File: config.mk
export PLATFORM = sky130hd
export DESIGN_NAME = hwrst_qualifier
export DESIGN_NICKNAME = d
export VERILOG_FILES = /design/src/rtl/hwrst_pkg.sv /design/src/rtl/hwrst_sync.sv /design/src/rtl/hwrst_filter.sv /design/src/rtl/hwrst_seq.sv /design/src/rtl/hwrst_qualifier.sv
export SDC_FILE = /design/constraint.sdc
export NUM_CORES = 1
export LEC_CHECK = 0
export BUFFER_PORTS_ARGS = -buffer_cell sky130_fd_sc_hd__buf_4
export CAP_MARGIN = 20
export CORE_UTILIZATION = 45
export DETAILED_ROUTE_END_ITERATION = 16
export PLACE_DENSITY = 0.64
export SLEW_MARGIN = 10
export SYNTH_ARGS = -nofsm -noshare
export SYNTH_HDL_FRONTEND = slang
export SYNTH_SLANG_ARGS = --single-unit
File: constraint.sdc
create_clock -name clk_i -period 1.8 [get_ports clk_i]
set_clock_uncertainty 0.2 [all_clocks]
set_input_delay 0.18 -clock clk_i [delete_from_list [all_inputs] [get_ports clk_i]]
set_output_delay 0.18 -clock clk_i [all_outputs]
set_load 0.005 [all_outputs]
File: src/rtl/hwrst_pkg.sv
`timescale 1ns/1ps
package hwrst_pkg;
  // Round-up integer division for cycle counts derived from times.
  function automatic int ceil_div(int num, int den);
    return (num + den - 1) / den;
  endfunction

  // A glitch of glitch_ps can occupy at most glitch_ps/period_ps + 1 samples;
  // require one more consecutive sample than that before accepting a level.
  function automatic int filt_len(int glitch_ps, int period_ps);
    return glitch_ps / period_ps + 2;
  endfunction
endpackage

File: src/rtl/hwrst_sync.sv
`timescale 1ns/1ps
module hwrst_sync #(
  parameter int   STAGES  = 2,
  parameter logic RST_VAL = 1'b1
) (
  input  logic clk_i,
  input  logic rst_ni,
  input  logic d_i,
  output logic q_o
);
  logic [STAGES-1:0] chain_q;

  always_ff @(posedge clk_i or negedge rst_ni) begin
    if (!rst_ni) chain_q <= {STAGES{RST_VAL}};
    else         chain_q <= {chain_q[STAGES-2:0], d_i};
  end

  assign q_o = chain_q[STAGES-1];
endmodule

File: src/rtl/hwrst_filter.sv
`timescale 1ns/1ps
module hwrst_filter #(
  parameter int FILT_CYC = 3,
  parameter int CW       = 2
) (
  input  logic clk_i,
  input  logic rst_ni,
  input  logic pin_s_i,
  output logic rise_o
);
  logic [CW-1:0] run_q;
  logic          lvl_q;
  logic          differs;
  logic          accept;

  assign differs = pin_s_i ^ lvl_q;
  assign accept  = differs && (run_q == CW'(FILT_CYC - 1));

  always_ff @(posedge clk_i or negedge rst_ni) begin
    if (!rst_ni) begin
      run_q <= '0;
      lvl_q <= 1'b1;
    end else if (!differs) begin
      run_q <= '0;
    end else if (accept) begin
      run_q <= '0;
      lvl_q <= pin_s_i;
    end else begin
      run_q <= run_q + 1'b1;
    end
  end

  // Qualified low-to-high transition of the filtered level.
  assign rise_o = accept && pin_s_i;
endmodule

File: src/rtl/hwrst_seq.sv
`timescale 1ns/1ps
module hwrst_seq #(
  parameter int WAIT_CYC  = 50000,
  parameter int INIT_CLKS = 74,
  parameter int WW        = 16,
  parameter int IW        = 7
) (
  input  logic clk_i,
  input  logic rst_ni,
  input  logic rise_i,
  input  logic bclk_s_i,
  output logic rst_pulse_o,
  output logic cmd_en_o,
  output logic init_done_o
);
  logic          pulse_q;
  logic          bclk_d;
  logic          bclk_edge;
  logic [WW-1:0] wait_q;
  logic [IW-1:0] init_q;

  assign bclk_edge = bclk_s_i & ~bclk_d;

  always_ff @(posedge clk_i or negedge rst_ni) begin
    if (!rst_ni) begin
      pulse_q <= 1'b0;
      bclk_d  <= 1'b0;
      wait_q  <= WW'(WAIT_CYC);
      init_q  <= IW'(INIT_CLKS);
    end else begin
      pulse_q <= rise_i;
      bclk_d  <= bclk_s_i;
      if (rise_i)                      wait_q <= '0;
      else if (wait_q != WW'(WAIT_CYC)) wait_q <= wait_q + 1'b1;
      if (rise_i)                                       init_q <= '0;
      else if (bclk_edge && (init_q != IW'(INIT_CLKS))) init_q <= init_q + 1'b1;
    end
  end

  assign rst_pulse_o = pulse_q;
  assign cmd_en_o    = (wait_q == WW'(WAIT_CYC));
  assign init_done_o = (init_q == IW'(INIT_CLKS));
endmodule

File: src/rtl/hwrst_qualifier.sv
`timescale 1ns/1ps
module hwrst_qualifier import hwrst_pkg::*; #(
  parameter int CLK_PERIOD_PS = 4000,
  parameter int GLITCH_PS     = 5000,
  parameter int CMD_WAIT_NS   = 200000,
  parameter int INIT_CLKS     = 74,
  parameter int SYNC_STAGES   = 2
) (
  input  logic clk_i,
  input  logic rst_ni,
  input  logic rst_pin_ni,
  input  logic bus_clk_i,
  output logic rst_pulse_o,
  output logic cmd_en_o,
  output logic init_done_o
);
  localparam int FILT_CYC = filt_len(GLITCH_PS, CLK_PERIOD_PS);
  localparam int WAIT_CYC = ceil_div(CMD_WAIT_NS * 1000, CLK_PERIOD_PS);
  localparam int FW       = $clog2(FILT_CYC + 1);
  localparam int WW       = $clog2(WAIT_CYC + 1);
  localparam int IW       = $clog2(INIT_CLKS + 1);

  logic pin_s;
  logic bclk_s;
  logic rise_evt;

  hwrst_sync #(.STAGES(SYNC_STAGES), .RST_VAL(1'b1)) u_pin_sync (
    .clk_i(clk_i), .rst_ni(rst_ni), .d_i(rst_pin_ni), .q_o(pin_s)
  );

  hwrst_sync #(.STAGES(SYNC_STAGES), .RST_VAL(1'b0)) u_bclk_sync (
    .clk_i(clk_i), .rst_ni(rst_ni), .d_i(bus_clk_i), .q_o(bclk_s)
  );

  hwrst_filter #(.FILT_CYC(FILT_CYC), .CW(FW)) u_filter (
    .clk_i(clk_i), .rst_ni(rst_ni), .pin_s_i(pin_s), .rise_o(rise_evt)
  );

  hwrst_seq #(.WAIT_CYC(WAIT_CYC), .INIT_CLKS(INIT_CLKS), .WW(WW), .IW(IW)) u_seq (
    .clk_i(clk_i), .rst_ni(rst_ni), .rise_i(rise_evt), .bclk_s_i(bclk_s),
    .rst_pulse_o(rst_pulse_o), .cmd_en_o(cmd_en_o), .init_done_o(init_done_o)
  );
endmodule

### Word level (Yosys, flattened, before mapping)

Cells that the tools add are included.
Widths: inputs -> output; s select.

| cells by class | value |
|---|---|
| add/subtract/negate cells | 3 |
| equal/unequal tests | 5 |
| muxes and demuxes | 6 |
| bitwise logic cells | 3 |
| reduce and logical (&&, ||, !) cells | 6 |

Operators by type and width:

| operator | count |
|---|---|
| $mux 16 | 2 |
| $add 16x1->16 const B | 1 |
| $eq 16x16->1 const B | 1 |
| $ne 16x16->1 const B | 1 |
| $mux 7 | 2 |
| $add 7x1->7 const B | 1 |
| $eq 7x7->1 const B | 1 |
| $ne 7x7->1 const B | 1 |
| $mux 2 | 2 |
| $reduce_bool 2->1 | 2 |
| $logic_and 1x1->1 | 3 |
| $add 2x1->2 const B | 1 |
| $eq 2x2->1 const B | 1 |
| $reduce_and 2->1 | 1 |
| $and 1x1->1 | 1 |
| $not 1->1 | 1 |
| $xor 1x1->1 | 1 |

| storage, ports and cells | value |
|---|---|
| flip-flop bits (word level) | 32 |
| input bits | 4 |
| output and inout bits | 3 |
| logic and storage cells | 31 |

### Logic depth before layout (Yosys ltp)

Gate-level depths: netlist (run 1).

| depth | value |
|---|---|
| depth after elaboration | 5 |
| depth in mapped cells | 6 |
| depth with buffers taken out | 6 |

### Cells and area by module

A second synthesis (run 1) with hierarchy kept.

| unflattened totals | value |
|---|---|
| cells, all modules | 152 |
| area, all modules | 1,596.5 µm² |

Modules (own cells, without submodules):

| module | instances | cells an instance | area each (µm²) | sequential area each (µm²) |
|---|---|---|---|---|
| hwrst_seq | 1 | 139 | 1,360.1 | 636.9 |
| hwrst_filter | 1 | 9 | 133.9 | 76.3 |
| hwrst_sync at u_pin_sync | 1 | 2 | 52.6 | 52.6 |
| hwrst_sync at u_bclk_sync | 1 | 2 | 50.0 | 50.0 |

### Worst setup path after synthesis (run 1)

No wires, ideal clock.

| timing path | value |
|---|---|
| path type | reg2reg |
| start point | register u_pin_sync.chain_q[1] |
| end point | register u_seq.wait_q[14] |
| library setup time | 78 ps |
| arrival time | 1,327 ps |
| required time | 1,522 ps |
| path slack | 195 ps |
| stages on the path, launching flop included | 6 |
| path through | dfstp_2 > nor4bb_1 > clkbuf_1 > nand2b_1 > a21oi_1 > a31o_2 |

| on the way | value |
|---|---|
| word-level cells in the longest chain between the ends | 4 |
| elaborated cells on any way between the ends | 5 |
| classes of those cells | 1 x mux; 1 x bitwise; 3 x reduce/logical |

RTL lines:

| item | line | text |
|---|---|---|
| from (decl) | hwrst_sync.sv:11 | `logic [STAGES-1:0] chain_q;` |
| from (signal assigned) | hwrst_sync.sv:14 | `if (!rst_ni) chain_q <= {STAGES{RST_VAL}};` |
| from (signal assigned) | hwrst_sync.sv:15 | `else chain_q <= {chain_q[STAGES-2:0], d_i};` |
| $xor 1x1->1 | hwrst_filter.sv:16 | `assign differs = pin_s_i ^ lvl_q;` |
| $logic_and 1x1->1 | hwrst_filter.sv:17 | `assign accept = differs && (run_q == CW'(FILT_CYC - 1));` |
| $logic_and 1x1->1 (*) | hwrst_filter.sv:34 | `assign rise_o = accept && pin_s_i;` |
| $mux 16 or $reduce_bool 2->1 (tied branches) | n/a |  |
| to (signal assigned) | hwrst_seq.sv:28 | `wait_q <= WW'(WAIT_CYC);` |
| to (signal assigned) | hwrst_seq.sv:34 | `else if (wait_q != WW'(WAIT_CYC)) wait_q <= wait_q + 1'b1;` |
| to (decl) | hwrst_seq.sv:19 | `logic [WW-1:0] wait_q;` |

Every way passes the cells marked *; elsewhere a longest branch is shown, timed or not.
A chain may end at the register's enable or synchronous reset.

### Worst setup path after layout (run 1)

| timing path | value |
|---|---|
| start point | register u_seq.wait_q[4] |
| end point | output cmd_en_o |

| on the way | value |
|---|---|
| word-level cells in the longest chain between the ends | 1 |

RTL lines:

| item | line | text |
|---|---|---|
| $eq 16x16->1 | hwrst_seq.sv:41 | `assign cmd_en_o = (wait_q == WW'(WAIT_CYC));` |
| to (decl) | hwrst_qualifier.sv:14 | `output logic cmd_en_o,` |

Every way passes these cells.

==> flow_summary_export.csv, run 1 <==
group,metric,value,unit
setup_path,start_kind,"flip-flop",
routing,drt_wl_total,2800,um
sta,hold_violations,0,
clock_network,clock-root-buffer,"clkbuf_4",
sta,hold_ws,0.100,ns
routing,wl_per_cell,13.3,um
synth,ys.flop_type,"dfrtp_1",
clock_network,clkSinkCount,32,
floorplanning,row_count,20,
run_status,status,"finished with violations",
placed_design,dpl.hpwl,1800,um
synth,syn_area,1560,um2
clock_network,numCtsBuffers,5,
sta,min_period_over_period,1.06,
routing,drt_iter0_markers,12,
routing,vias,1098,
grt,grt_overflow,0,
grt,grt_pass1_vias,1102,
floorplanning,io_pins,7,
power_and_ir_drop,power_density,1240,nW/um2
sta,setup-violations-final,3,
synth,netlist_top_cells_count,"dfrtp_1, nor2_1, dfstp_2",
clock_network,clk_pin_slew,0.10,ns
grt,grt_util_all_layers,0.194,
setup_path,worstSetupEndpointType,"output port",
sta,maxSlewViolCount,0,
floorplanning,start_util,0.490,
routing,antenna_left,0,
synth,synth_cells,144,
final_layout,area_growth_syn_to_layout,21.1,%
final_layout,fin_nets,173,
sta,period_minus_slack,1.91,ns
setup_path,r2r_start,"u_seq.wait_q[4]",
power_and_ir_drop,p_leak,0.791,nW
setup_path,crit_fanout,2,
floorplanning,die_h,60.8,um
synth,syn_nets,152,
synth,yosysMostFrequentCell,"dfrtp_1",
setup_path,r2r_cells,5,
routing,first_pass_iters,4,
sta,worstMarginPinSlew,0.392,ns
sta,rsz0062_at_grt,"true",
power_and_ir_drop,ir_drop,0.638,mV
setup_path,worst_r2r_endpoint,"u_seq.wait_q[13]",
setup_path,critical_path_required,1.42,ns
setup_path,critPathKind,"flip-flop to output port",
synth,synth_top_area_share,0.322,
clock_network,cts_tree,"yes",
synth,syn-mean-instance-area,10.8,um2
synth,synth_top_cells_by_area,"dfrtp_1, dfstp_2, xnor2_1",
final_layout,fin_cells,210,
synth,yosys_warnings,0,
floorplanning,die_area,3700,um2
floorplanning,die_w,60.8,um
placed_design,numPlacedInstances,193,
synth,synth-seq-cells,32,
routing,drc,0,
clock_network,cts_buffer_depth,2,
synth,yosysTopAreaCell,"dfrtp_1",
final_layout,final_util,0.593,
run_status,violations,"negative setup slack",
synth,yosysUniqueCellTypes,36,
setup_path,rrSetupSlack,-0.04,ns
synth,synth_edf_count,0,
sta,layout_setup_ws,-0.109,ns
synth,synthArstFlopShare,1.00,
grt,grt_pass1_wl,4970,um
setup_path,cp_cell_sequence,"nor4bb_4 > nand4_1 > inv_1 > buf_4",
final_layout,drive_gt1_frac,0.337,
min_path,hold_path_class,"input port to async pin",
placed_design,port_buffers,6,
sta,timing.fmax,524,MHz
placed_design,post-place-ws,0.0623,ns
setup_path,crit_path_top_delay_cell,"dfstp_2",
final_layout,nFillCells,283,
flow_run,drv_cap,0,
floorplanning,core,3180,um2
routing,via_per_inst,5.23,
sta,maxSlewHeadroom,0.736,
setup_path,cpPeakStageDelay,0.54,ns
grt,antenna_found_initial,0,
grt,grt_max_degree,33,
synth,ys_seq_area_frac,0.524,
final_layout,antenna_cells,0,
clock_network,htreeDepth,2,
clock_network,clock_latency,0.34,ns
placed_design,place.gp.congestion,0.795,
setup_path,worstPathArrival,1.53,ns
==> cell type report <==
cell class / count / area [um2] / share of cell area
Clock buffer: 6 / 41.3 / 0.0219
Clock inverter: 2 / 35.0 / 0.0186
Inverter: 7 / 26.3 / 0.0139
Multi-Input combinational cell: 101 / 768 / 0.407
Sequential cell: 32 / 817 / 0.433
Tap cell: 44 / 55.1 / 0.0292
Timing Repair Buffer: 18 / 143 / 0.0756
==> worst max-delay path by stage <==
stage	start	to	slack (ns)
4_1_cts	u_seq.wait_q[4]	cmd_en_o	-0.11
6_report	u_seq.wait_q[4]	cmd_en_o	-0.11
3_5_place_dp	u_seq.wait_q[4]	u_seq.wait_q[13]	0.06
3_3_place_gp	u_seq.wait_q[4]	cmd_en_o	0.11
5_1_grt	u_seq.wait_q[4]	cmd_en_o	-0.21
2_1_floorplan	u_pin_sync.chain_q[1]	u_seq.wait_q[14]	0.19
==> cells in the final DEF, fill, tap and decap left out, types with 6 or more instances in the layout <==
| cell | synthesis | routed |
|---|---|---|
| xnor2_1 | 11 | 11 |
| nor2_1 | 19 | 19 |
| inv_1 | 7 | 6 |
| nand4_1 | 7 | 7 |
| nand3_1 | 6 | 6 |
| dfrtp_1 | 20 | 19 |
| xor2_1 | 7 | 7 |
| dfstp_2 | 12 | 12 |
| nand2_1 | 8 | 7 |
| buf_4 | 0 | 15 |
==> layer usage <==
| metal | global-route usage | part of all wire | up-vias |
|---|---|---|---|
| met4 | 0.0877 | 0.020 | 0 |
| met1 | 0.256 | 0.49 | 546 |
| met3 | 0.0704 | 0.030 | 8 |
| li1 | - | - | 534 |
| met5 | 0 | 0 | - |
| met2 | 0.287 | 0.45 | 10 |
==> what timing repair did <==
action / 4_1_cts / 5_1_grt
pin swaps: 2 / 2
cloned: 0 / 0
endpoints found under the setup margin: 2 / 13
hold buffers: 3 / 0
hold endpoints to repair: 34 / 0
resized for setup: 10 / 2
setup buffers: 5 / 1
==> cell families after synthesis <==
family,count (synthesis),synth area share
AND/OR/NAND/NOR,69,0.260
AO/OA/AOI/OAI,8,0.0354
flip-flops,32,0.524
multiplexers,2,0.0137
buffers and inverters,11,0.0330
XOR/XNOR,18,0.101
adder cells (fa/ha/maj),4,0.0322
==> per-stage QoR <==
stage               power [mW]  instance area [um2]  TNS (ns)
global placement          1.62                 1670         0
floorplan                 1.47                 1560         0
finish                    2.33                 1890    -0.176
detailed placement        1.64                 1670         0
CTS                       2.31                 1860    -0.221
global route              2.51                 1890    -0.934
==> power by group <==
part           internal [mW]  leakage (nW)  total (mW)  switching (mW)
logic                  0.346         0.368       0.670           0.325
registers              0.927         0.381        1.13           0.200
clock network          0.291        0.0422       0.535           0.244
total                   1.56         0.791        2.33           0.768
==> flip-flops by register name, indices dropped and copies added (netlist names) <==
register / count
u_seq.init_q: 7
u_seq.wait_q: 16
u_filter.run_q: 2
u_pin_sync.chain_q: 2
u_seq.bclk_d: 1
u_filter.lvl_q: 1
u_seq.rst_pulse_o: 1
u_bclk_sync.chain_q: 2
==> critical path: cells and delay by family (launching register included) <==
| family | cells | cell delay, ns |
|---|---|---|
| buffers and inverters | 2 | 0.19 |
| flip-flops | 1 | 0.54 |
| AND/OR/NAND/NOR | 2 | 0.46 |
Note: power is estimated with default switching activity, not from simulation.
==> run 2: changes to the inputs <==
ABC_AREA = 1   (was not set)
==> flow_summary_export.csv, run 2 <==
group,metric,value,unit
final_layout,final_common_cell,"nand2_1",
setup_path,crit_fanout,2,
synth,netlist_top_cells_count,"nand2_1, nor2_1, inv_1",
power_and_ir_drop,ir_drop,0.758,mV
routing,antenna_left,0,
routing,wl_per_cell,12.2,um
synth,synth_top_area_share,0.292,
power_and_ir_drop,switching_share,0.352,
synth,yosysTopAreaCell,"dfrtp_1",
floorplanning,start_util,0.468,
synth,syn-mean-instance-area,7.78,um2
final_layout,largest-register,"u_seq.wait_q",
clock_network,htreeDepth,2,
sta,hold_violations,0,
setup_path,worstPathArrival,1.46,ns
routing,vias,1485,
placed_design,numPlacedInstances,273,
setup_path,cp.depth,6,
sta,maxSlewHeadroom,0.734,
setup_path,cp_top_family,"simple AND/OR/NAND/NOR gates",
floorplanning,die_w,63.7,um
final_layout,fin_cells,297,
routing,first_pass_iters,4,
clock_network,clkSinkCount,32,
setup_path,critical_path_buf_inv_count,2,
flow_run,drv_cap,0,
setup_path,cpPeakStageDelay,0.41,ns
run_status,status,"finished with violations",
clock_network,clock-root-buffer,"clkbuf_8",
floorplanning,die_h,63.7,um
power_and_ir_drop,power_density,1250,nW/um2
setup_path,r2r_cells,10,
clock_network,cts_buffer_depth,2,
sta,timing.fmax,543,MHz
sta,rsz0062_at_grt,"true",
synth,synthArstFlopShare,1.00,
grt,grt_util_all_layers,0.206,
final_layout,antenna_cells,0,
placed_design,port_buffers,6,
power_and_ir_drop,combPwrFrac,0.347,
sta,layout_setup_ws,-0.0404,ns
synth,ys.flop_type,"dfrtp_1",
placed_design,place.gp.congestion,0.877,
synth,yosys_warnings,0,
synth,yosysMostFrequentCell,"nand2_1",
sta,setup-violations-final,1,
setup_path,worstSetupEndpointType,"output port",
power_and_ir_drop,p_leak,1.02,nW
final_layout,final_util,0.577,
min_path,holdPathStages,0,
power_and_ir_drop,p_int,1.72,mW
setup_path,start_kind,"flip-flop",
clock_network,numCtsBuffers,5,
sta,min_period_over_period,1.02,
floorplanning,row_count,22,
clock_network,clk_pin_slew,0.07,ns
final_layout,drive_gt1_frac,0.229,
grt,grt_pass1_vias,1487,
synth,ys_seq_area_frac,0.477,
synth,synth_top_cells_by_area,"dfrtp_1, dfstp_2, nand2_1",
final_layout,fin_nets,256,
power_and_ir_drop,p_clk_frac,0.225,
power_and_ir_drop,seq_power_share,0.428,
final_layout,largest_reg_flops,16,
clock_network,cts_tree,"yes",
sta,maxSlewViolCount,0,
power_and_ir_drop,power.net_switching,932,uW
setup_path,critPathKind,"flip-flop to output port",
floorplanning,core,3660,um2
floorplanning,die_area,4050,um2
run_status,violations,"negative setup slack",
placed_design,post_dp_cell_area,1830,um2
routing,drc,0,
synth,synth-seq-cells,32,
grt,grt_pass1_wl,6490,um
synth,synth_cells,220,
sta,period_minus_slack,1.84,ns
routing,drt_iter0_markers,85,
setup_path,cp_cell_sequence,"inv_2 > ha_4 > and3_4 > nand4_1 > nor3_2 > buf_4",
setup_path,critical_path_required,1.42,ns
final_layout,fin_area,2110,um2
setup_path,crit_path_top_delay_cell,"dfrtp_1",
grt,antenna_found_initial,0,
floorplanning,io_pins,7,
final_layout,area_growth_syn_to_layout,23.4,%
synth,syn_nets,228,
routing,via_per_inst,5.00,
routing,drt_wl_total,3620,um
synth,syn_area,1710,um2
synth,synth_edf_count,0,
grt,grt_max_degree,33,
min_path,hold_path_class,"flip-flop to flip-flop",
synth,yosysUniqueCellTypes,24,
final_layout,reg.largest.list,"u_seq.wait_q (16), u_seq.init_q (7)",
placed_design,dpl.hpwl,2340,um
sta,worstMarginPinSlew,0.397,ns
clock_network,clock_latency,0.27,ns
final_layout,layout_common_cells,"nand2_1, nor2_1, inv_1, nand3_1, dfrtp_1",
grt,grt_overflow,0,
-- run 2: power by group through the flow --
| stage | clock (mW) | sequential, mW | combinational (mW) |
|---|---|---|---|
| 4_1_cts | 0.616 | 1.12 | 0.847 |
| 3_5_place_dp | 0 | 1.15 | 0.639 |
| 3_3_place_gp | 0 | 1.15 | 0.626 |
| 2_1_floorplan | 0 | 1.09 | 0.509 |
| 5_1_grt | 0.652 | 1.16 | 1.05 |
| 6_report | 0.596 | 1.13 | 0.918 |
-- run 2: worst paths after layout --
path / from / end / slack (ns)
setup / recovery: u_seq.wait_q[0] / cmd_en_o / -0.04
hold / removal: u_pin_sync.chain_q[0] / u_pin_sync.chain_q[1] / 0.16
setup reg to reg: u_seq.wait_q[0] / u_seq.wait_q[9] / 0.05
hold reg to reg: u_pin_sync.chain_q[0] / u_pin_sync.chain_q[1] / 0.16
max in group asynchronous: rst_ni / u_seq.wait_q[14] / 0.90
min in group asynchronous: rst_ni / u_seq.wait_q[7] / 0.17
-- run 2: final cells by class --
| cell class | count | area [um2] |
|---|---|---|
| fill | 329 | 1550 |
| tap | 48 | 60.1 |
| multi-input combinational | 158 | 831 |
| sequential | 32 | 816 |
| inverter | 28 | 105 |
| timing repair buffer | 23 | 200 |
| clock buffer | 8 | 100 |
-- run 2: kinds of logic after synthesis --
| logic type | share of synthesized area |
|---|---|
| compound gates | 0.0344 |
| xor+xnor | 0.0307 |
| fa+ha+maj | 0.0292 |
| buf+inv | 0.0673 |
| flops | 0.477 |
| simple gates | 0.362 |
-- run 2: worst register-to-register path: stages, from the launching register on --
cell,delay [ns]
dfrtp_1,0.39
inv_2,0.07
buf_6,0.11
buf_4,0.11
buf_4,0.12
buf_4,0.12
buf_4,0.13
buf_6,0.11
o21bai_1,0.13
nand2_1,0.08
nor2_1,0.12
-- run 2: stage by stage --
stage | setup slack, ns | TNS, ns | hold WS, ns | power, mW
after global routing | -0.0656 | -0.101 | 0.160 | 2.86
after detailed placement | 0.172 | 0 | -0.0588 | 1.79
after CTS | -0.0124 | -0.0124 | 0.156 | 2.59
after floorplan | 0.301 | 0 | -0.316 | 1.60
final | -0.0404 | -0.0404 | 0.155 | 2.65
after global placement | 0.224 | 0 | -0.0570 | 1.77
-- run 2: repair_timing --
item	in CTS	in global routing
resized for setup	7	8
pin swaps	3	5
buffers inserted	9	5
endpoints found under the setup margin	2	3
hold buffers	3	0
endpoints found under the hold margin	34	0
-- run 2: per-layer routing --
metal / track usage / wire length [um]
met2: 0.316 / 1790
met3: 0.0471 / 109
met1: 0.273 / 1690
met4: 0.0938 / 24
met5: 0 / 0
